File: config.mk
export PLATFORM = sky130hd
export DESIGN_NAME = startup_supervisor
export DESIGN_NICKNAME = d
export VERILOG_FILES = /design/src/rtl/sup_pkg.sv /design/src/rtl/sup_fsm.sv /design/src/rtl/sup_tick.sv /design/src/rtl/sup_ramp.sv /design/src/rtl/sup_fault_mem.sv /design/src/rtl/startup_supervisor.sv
export SDC_FILE = /design/constraint.sdc
export NUM_CORES = 1
export LEC_CHECK = 0
export ABC_AREA = 1
export ABC_CLOCK_PERIOD_IN_PS = 1500
export CORE_ASPECT_RATIO = 1.75
export CORE_UTILIZATION = 50
export DETAILED_ROUTE_END_ITERATION = 8
export PLACE_DENSITY = 0.75
export SLEW_MARGIN = 30
export SYNTH_ARGS = -nofsm -noshare
export SYNTH_HDL_FRONTEND = slang
export SYNTH_SLANG_ARGS = --single-unit
File: constraint.sdc
create_clock -name clk -period 1.5 [get_ports clk]
set_clock_uncertainty 0.2 [all_clocks]
set_input_delay 0.3 -clock clk [delete_from_list [all_inputs] [get_ports clk]]
set_output_delay 0.3 -clock clk [all_outputs]
set_load 0.02 [all_outputs]
File: src/rtl/sup_pkg.sv
// Shared types for the start-up supervisor.
package sup_pkg;

    // Sequencer states; one switching pair (SOFT, RUN)
    typedef enum logic [2:0] {
        ST_IDLE   = 3'd0,
        ST_CHARGE = 3'd1,
        ST_SOFT   = 3'd2,
        ST_RUN    = 3'd3,
        ST_STOP   = 3'd4
    } sup_state_e;

endpackage

File: src/rtl/sup_fsm.sv
// Sequencer: walks idle -> charge -> soft-start -> run -> stop -> (charge | idle).
// Assumes comparator flags are already synchronized to clk.
module sup_fsm
    import sup_pkg::*;
(
    input  logic       clk,
    input  logic       rst_n,
    input  logic       bulk_ok,
    input  logic       vdd_above_on,
    input  logic       vdd_below_off,
    input  logic       vdd_below_rst,
    input  logic       fault_req,
    input  logic       ramp_full,
    output sup_state_e state,
    output logic       flag_set,
    output logic       flag_clr
);

    sup_state_e state_q, state_d;
    logic       switching;
    logic       stop_req;

    assign switching = (state_q == ST_SOFT) || (state_q == ST_RUN);
    assign stop_req  = fault_req || vdd_below_off;

    // Next-state selection
    always_comb begin
        state_d = state_q;
        unique case (state_q)
            ST_IDLE:   if (bulk_ok && vdd_below_rst) state_d = ST_CHARGE;
            ST_CHARGE: if (vdd_above_on)             state_d = ST_SOFT;
            ST_SOFT: begin
                if (stop_req)       state_d = ST_STOP;
                else if (ramp_full) state_d = ST_RUN;
            end
            ST_RUN:    if (stop_req)                 state_d = ST_STOP;
            ST_STOP: begin
                if (vdd_below_rst) state_d = bulk_ok ? ST_CHARGE : ST_IDLE;
            end
            default:   state_d = ST_IDLE;
        endcase
    end

    // State register
    always_ff @(posedge clk) begin
        if (!rst_n) state_q <= ST_IDLE;
        else        state_q <= state_d;
    end

    // Fault memory controls: set on fault while switching, clear on completed start or idle
    always_comb begin
        flag_set = switching && fault_req;
        flag_clr = (state_q == ST_IDLE) ||
                   ((state_q == ST_SOFT) && ramp_full && !stop_req);
    end

    assign state = state_q;

endmodule

File: src/rtl/sup_tick.sv
// Prescaler: emits a one-cycle tick every CLK_PER_TICK cycles while enabled.
// Assumes CLK_PER_TICK >= 1; restarts from zero whenever disabled.
module sup_tick #(
    parameter int CLK_PER_TICK = 20
) (
    input  logic clk,
    input  logic rst_n,
    input  logic en,
    output logic tick
);

    localparam int CW = (CLK_PER_TICK > 1) ? $clog2(CLK_PER_TICK) : 1;
    localparam logic [CW-1:0] LAST = CW'(CLK_PER_TICK - 1);

    logic [CW-1:0] cnt_q;

    generate
        if (CLK_PER_TICK == 1) begin : g_direct
            // Every enabled cycle is a tick
            always_ff @(posedge clk) begin
                cnt_q <= '0;
            end
            assign tick = en;
        end else begin : g_count
            // Divide the clock down to the tick rate
            always_ff @(posedge clk) begin
                if (!rst_n || !en)   cnt_q <= '0;
                else if (cnt_q == LAST) cnt_q <= '0;
                else                 cnt_q <= cnt_q + 1'b1;
            end
            assign tick = en && (cnt_q == LAST);
        end
    endgenerate

endmodule

File: src/rtl/sup_ramp.sv
// Soft-start ramp: counts TICKS_PER_STEP ticks per code step, from 0 up to
// full scale, then holds. Cleared whenever not enabled.
module sup_ramp #(
    parameter int TICKS_PER_STEP = 1349,
    parameter int RAMP_BITS      = 6
) (
    input  logic                 clk,
    input  logic                 rst_n,
    input  logic                 en,
    input  logic                 tick,
    output logic [RAMP_BITS-1:0] code,
    output logic                 full
);

    localparam int SW = (TICKS_PER_STEP > 1) ? $clog2(TICKS_PER_STEP) : 1;
    localparam logic [SW-1:0]        STEP_LAST = SW'(TICKS_PER_STEP - 1);
    localparam logic [RAMP_BITS-1:0] CODE_MAX  = '1;

    logic [SW-1:0]        step_q;
    logic [RAMP_BITS-1:0] code_q;
    logic                 step;

    assign full = (code_q == CODE_MAX);
    assign step = tick && (step_q == STEP_LAST);

    // Tick counter within one code step
    always_ff @(posedge clk) begin
        if (!rst_n || !en)  step_q <= '0;
        else if (step)      step_q <= '0;
        else if (tick)      step_q <= step_q + 1'b1;
    end

    // Code register, saturating at full scale
    always_ff @(posedge clk) begin
        if (!rst_n || !en)      code_q <= '0;
        else if (step && !full) code_q <= code_q + 1'b1;
    end

    assign code = code_q;

endmodule

File: src/rtl/sup_fault_mem.sv
// Sticky fault memory selecting the reduced charge current. Set wins over clear.
module sup_fault_mem (
    input  logic clk,
    input  logic rst_n,
    input  logic set_i,
    input  logic clr_i,
    output logic flag
);

    // Hold the flag between a fault and a completed start or power-down
    always_ff @(posedge clk) begin
        if (!rst_n)     flag <= 1'b0;
        else if (set_i) flag <= 1'b1;
        else if (clr_i) flag <= 1'b0;
    end

endmodule

File: src/rtl/startup_supervisor.sv
// Start-up and auto-restart supervisor top. Ties together the sequencer, the
// tick prescaler, the soft-start ramp and the fault memory; outputs are decoded
// from registered state. Assumes all inputs are synchronous to clk.
module startup_supervisor
    import sup_pkg::*;
#(
    parameter int CLK_PER_TICK   = 20,
    parameter int TICKS_PER_STEP = 1349,
    parameter int RAMP_BITS      = 6
) (
    input  logic                 clk,
    input  logic                 rst_n,
    input  logic                 bulk_ok,
    input  logic                 vdd_above_on,
    input  logic                 vdd_below_off,
    input  logic                 vdd_below_rst,
    input  logic                 fault_req,
    output logic                 chg_en,
    output logic                 chg_low,
    output logic                 sw_en,
    output logic [RAMP_BITS-1:0] ilim_code
);

    localparam logic [RAMP_BITS-1:0] CODE_MAX = '1;

    sup_state_e           state;
    logic                 flag_set, flag_clr, fault_flag;
    logic                 in_soft, tick, ramp_full;
    logic [RAMP_BITS-1:0] ramp_code;

    assign in_soft = (state == ST_SOFT);

    sup_fsm u_fsm (
        .clk           (clk),
        .rst_n         (rst_n),
        .bulk_ok       (bulk_ok),
        .vdd_above_on  (vdd_above_on),
        .vdd_below_off (vdd_below_off),
        .vdd_below_rst (vdd_below_rst),
        .fault_req     (fault_req),
        .ramp_full     (ramp_full),
        .state         (state),
        .flag_set      (flag_set),
        .flag_clr      (flag_clr)
    );

    sup_tick #(.CLK_PER_TICK(CLK_PER_TICK)) u_tick (
        .clk   (clk),
        .rst_n (rst_n),
        .en    (in_soft),
        .tick  (tick)
    );

    sup_ramp #(.TICKS_PER_STEP(TICKS_PER_STEP), .RAMP_BITS(RAMP_BITS)) u_ramp (
        .clk   (clk),
        .rst_n (rst_n),
        .en    (in_soft),
        .tick  (tick),
        .code  (ramp_code),
        .full  (ramp_full)
    );

    sup_fault_mem u_fmem (
        .clk   (clk),
        .rst_n (rst_n),
        .set_i (flag_set),
        .clr_i (flag_clr),
        .flag  (fault_flag)
    );

    // Output decode from state
    always_comb begin
        chg_en    = (state == ST_CHARGE) && bulk_ok;
        chg_low   = chg_en && fault_flag;
        sw_en     = (state == ST_SOFT) || (state == ST_RUN);
        ilim_code = (state == ST_RUN)  ? CODE_MAX :
                    (state == ST_SOFT) ? ramp_code : '0;
    end

endmodule

==> impl_metrics.ini <==
[outcome]
outcome = finished with violations
violations = DRC, setup timing

[routing]
via_count = 1840
ant_nets = 0
drcViolationCount = 4
post_drt_wl_per_cell_um = 16.12
drt_iter0_markers = 99
first_pass_iters = 6
routed_wl_mm = 5.321
via_per_inst = 5.576

[synth]
synth_top_cell_area_share_pct = 33.68
syn_avg_cell_area_um2 = 6.548
syn_inst = 236
yosysMostFrequentCell = nand2_1
yosys-top-cells-count = nand2_1, nor2_1, inv_1
synth_area_leaders = dfxtp_1, nand2_1, nor2_1
synth-seq-area-share_pct = 33.68
synth_area_mm2 = 0.001545
synth_fp_nets = 247
synth_top_area_cell = dfxtp_1
ys_warn_count = 0
ys_async_sr_fraction_pct = 0
synth_edf_count = 0
ys_types = 24
ys_seq_elements = 26
synth_ff_type = dfxtp_1

[min_path]
min_path_type = reg2reg
hp-start = u_tick.cnt_q[0]

[layout]
syn_to_final_growth_pct = 58.54
drive_above_1_share_pct = 49.67
diodes = 0
num-fill-cells = 158
fin_cells = 330
nNetsFinal = 314
multi_input_area_mm2 = 0.001115
seq_area_um2 = 533.0

[setup_path]
path_class = reg2out
critPathSlowestCell = dfxtp_4
cpMostUsedCell = nor2_1
crit_family = flip-flops
path_cells = buf_6, nor2_1, nor2_1, buf_4
critPathMaxStageDelay_ns = 0.41
cp-start-kind = flip-flop
cp_num_buf_inv = 2
crit_path_max_fanout = 5
worst_ep_required_time_ns = 1.00
worstSetupStartpoint = u_fsm.state[0]
end_kind = output port
crit_arrival_ns = 1.18
r2r_start = u_fsm.state[2]

[power_and_ir_drop]
peakVddDrop_mv = 0.6108
clkPwrFrac_pct = 28.2
sequentialPowerShare_pct = 36.9
powerDensity_mw_per_mm2 = 848.1
p_sw_uw = 673.0
power.leakage_uw = 0.0009950
p_int_uw = 1405
switching_share_pct = 32.39
comb_power_share_pct = 34.9
p_total_uw = 2078

[sta]
fmax_mhz = 594.7
hold_viol_final = 0
hold_ws_ns = 0.3166
max_slew_margin_pct = 74.90
fin_setup_tns_ns = -3.367
setup_slack_ns = -0.1815
slew_violations = 0
period_minus_slack_ns = 1.682
setup_viol = 32
max_slew.worst_pin.slew_ns = 0.3740
period_share_pct = 112.1
grt_setup_unrepaired = true

[die]
die-width_um = 44.03
pin_count = 16
die_area_mm2 = 0.003326
start_util_pct = 52.78
rows = 26
die_y_um = 75.54
core_mm2 = 0.002928

[global_route]
grt_pass1_wl_mm = 7.721
gr-total-overflow = 0
grt_max_degree = 16
grt_pass1_vias = 1854
grt_use_total_pct = 30.84
antenna_found_initial = 0

[clock_network]
h-tree-depth = 1
cts_sinks = 26
clkTransAtPathRegs_ns = 0.10
holdBufCountCts = 0
clk_latency_ns = 0.28
clockRootBuffer = clkbuf_8
clk_path_buf_depth = 2
numCtsBuffers = 3
cts_tree = built

[placement]
dp_hpwl_mm = 2.939
gp_congestion = 0.8573
io_buffer_count = 15
place_inst = 322

[job]
timing.max_cap.violations = 0
cells by family (layout without fill, tap and decap cells):
family                   Yosys count  in the layout  synth area share, %
adder cells (fa/ha/maj)            4              4                3.239
buffers and inverters             38            104                10.45
AO/OA/AOI/OAI                     29             29                9.393
flip-flops                        26             26                33.68
AND/OR/NAND/NOR                  129            129                37.57
XOR/XNOR                          10             10                5.668
stage by stage:
stage	instance area, µm²	setup WS, ns	utilization (%)
finish	2450	-0.1815	83.68
global route	2450	-0.2180	83.68
CTS	2367	-0.1006	80.85
detailed placement	2053	-0.5717	70.13
global placement	2053	-0.5580	70.13
floorplan	1553	0.003930	-
final timing paths:
check,end,slack (ns),cells after the start
min reg2reg,u_tick.cnt_q[0],0.32,2
min,u_tick.cnt_q[0],0.32,2
max reg2reg,u_ramp.code[3],-0.15,9
max,ilim_code[1],-0.18,4
sequential cells by signal, summed over array words and instances (netlist names):
| signal | flops |
|---|---|
| u_ramp.code | 6 |
| u_fmem.flag | 1 |
| u_tick.cnt_q | 5 |
| u_fsm.state | 3 |
| u_ramp.step_q | 11 |
repair_timing:
action,CTS,global route
setup buffers,3,1
setup endpoints to repair,35,35
resized for setup,123,22
pin swaps,31,7
placed cells by master (no fill, tap or decap), drive strengths merged, types with 3 or more instances in the layout:
cell type and n:
dfxtp 26, a21oi 22, nand2 60, nand3 19
nand4 4, ha 4, clkbuf 3, o21ai 7
clkdlybuf4s50 5, or2 3, buf 59, xor2 10
inv 34, nor2 41
power groups by stage:
stage	clock network [µW]	logic, µW	registers [µW]
floorplan	0	291	748
global placement	0	491	758
detailed placement	0	502	757
CTS	591	619	755
global route	613	769	768
finish	586	726	766
routing by layer:
layer | vias to the layer above | GRT usage (%) | wire length, µm
met2 | 70 | 64.05 | 3072
met1 | 859 | 27.88 | 1779
met4 | 0 | 15.49 | 284
met3 | 35 | 2.607 | 184
li1 | 876 | - | -
met5 | - | 0 | 0
worst register-to-register path, delay by kind of cell (launching register included):
family,cells,cell delay (ns)
buffers and inverters,5,0.57
flip-flops,1,0.34
AND/OR/NAND/NOR,3,0.30
AO/OA/AOI/OAI,1,0.16
final cells by class:
class | instances | area share [%]
multi-input cells | 172 | 45.51
clock buffers | 3 | 1.685
flip-flops and latches | 26 | 21.76
repair buffers | 65 | 22.47
clock inverters | 1 | 1.226
inverters | 35 | 5.924
well taps | 28 | 1.430
Power figures use the tool's default switching activity.
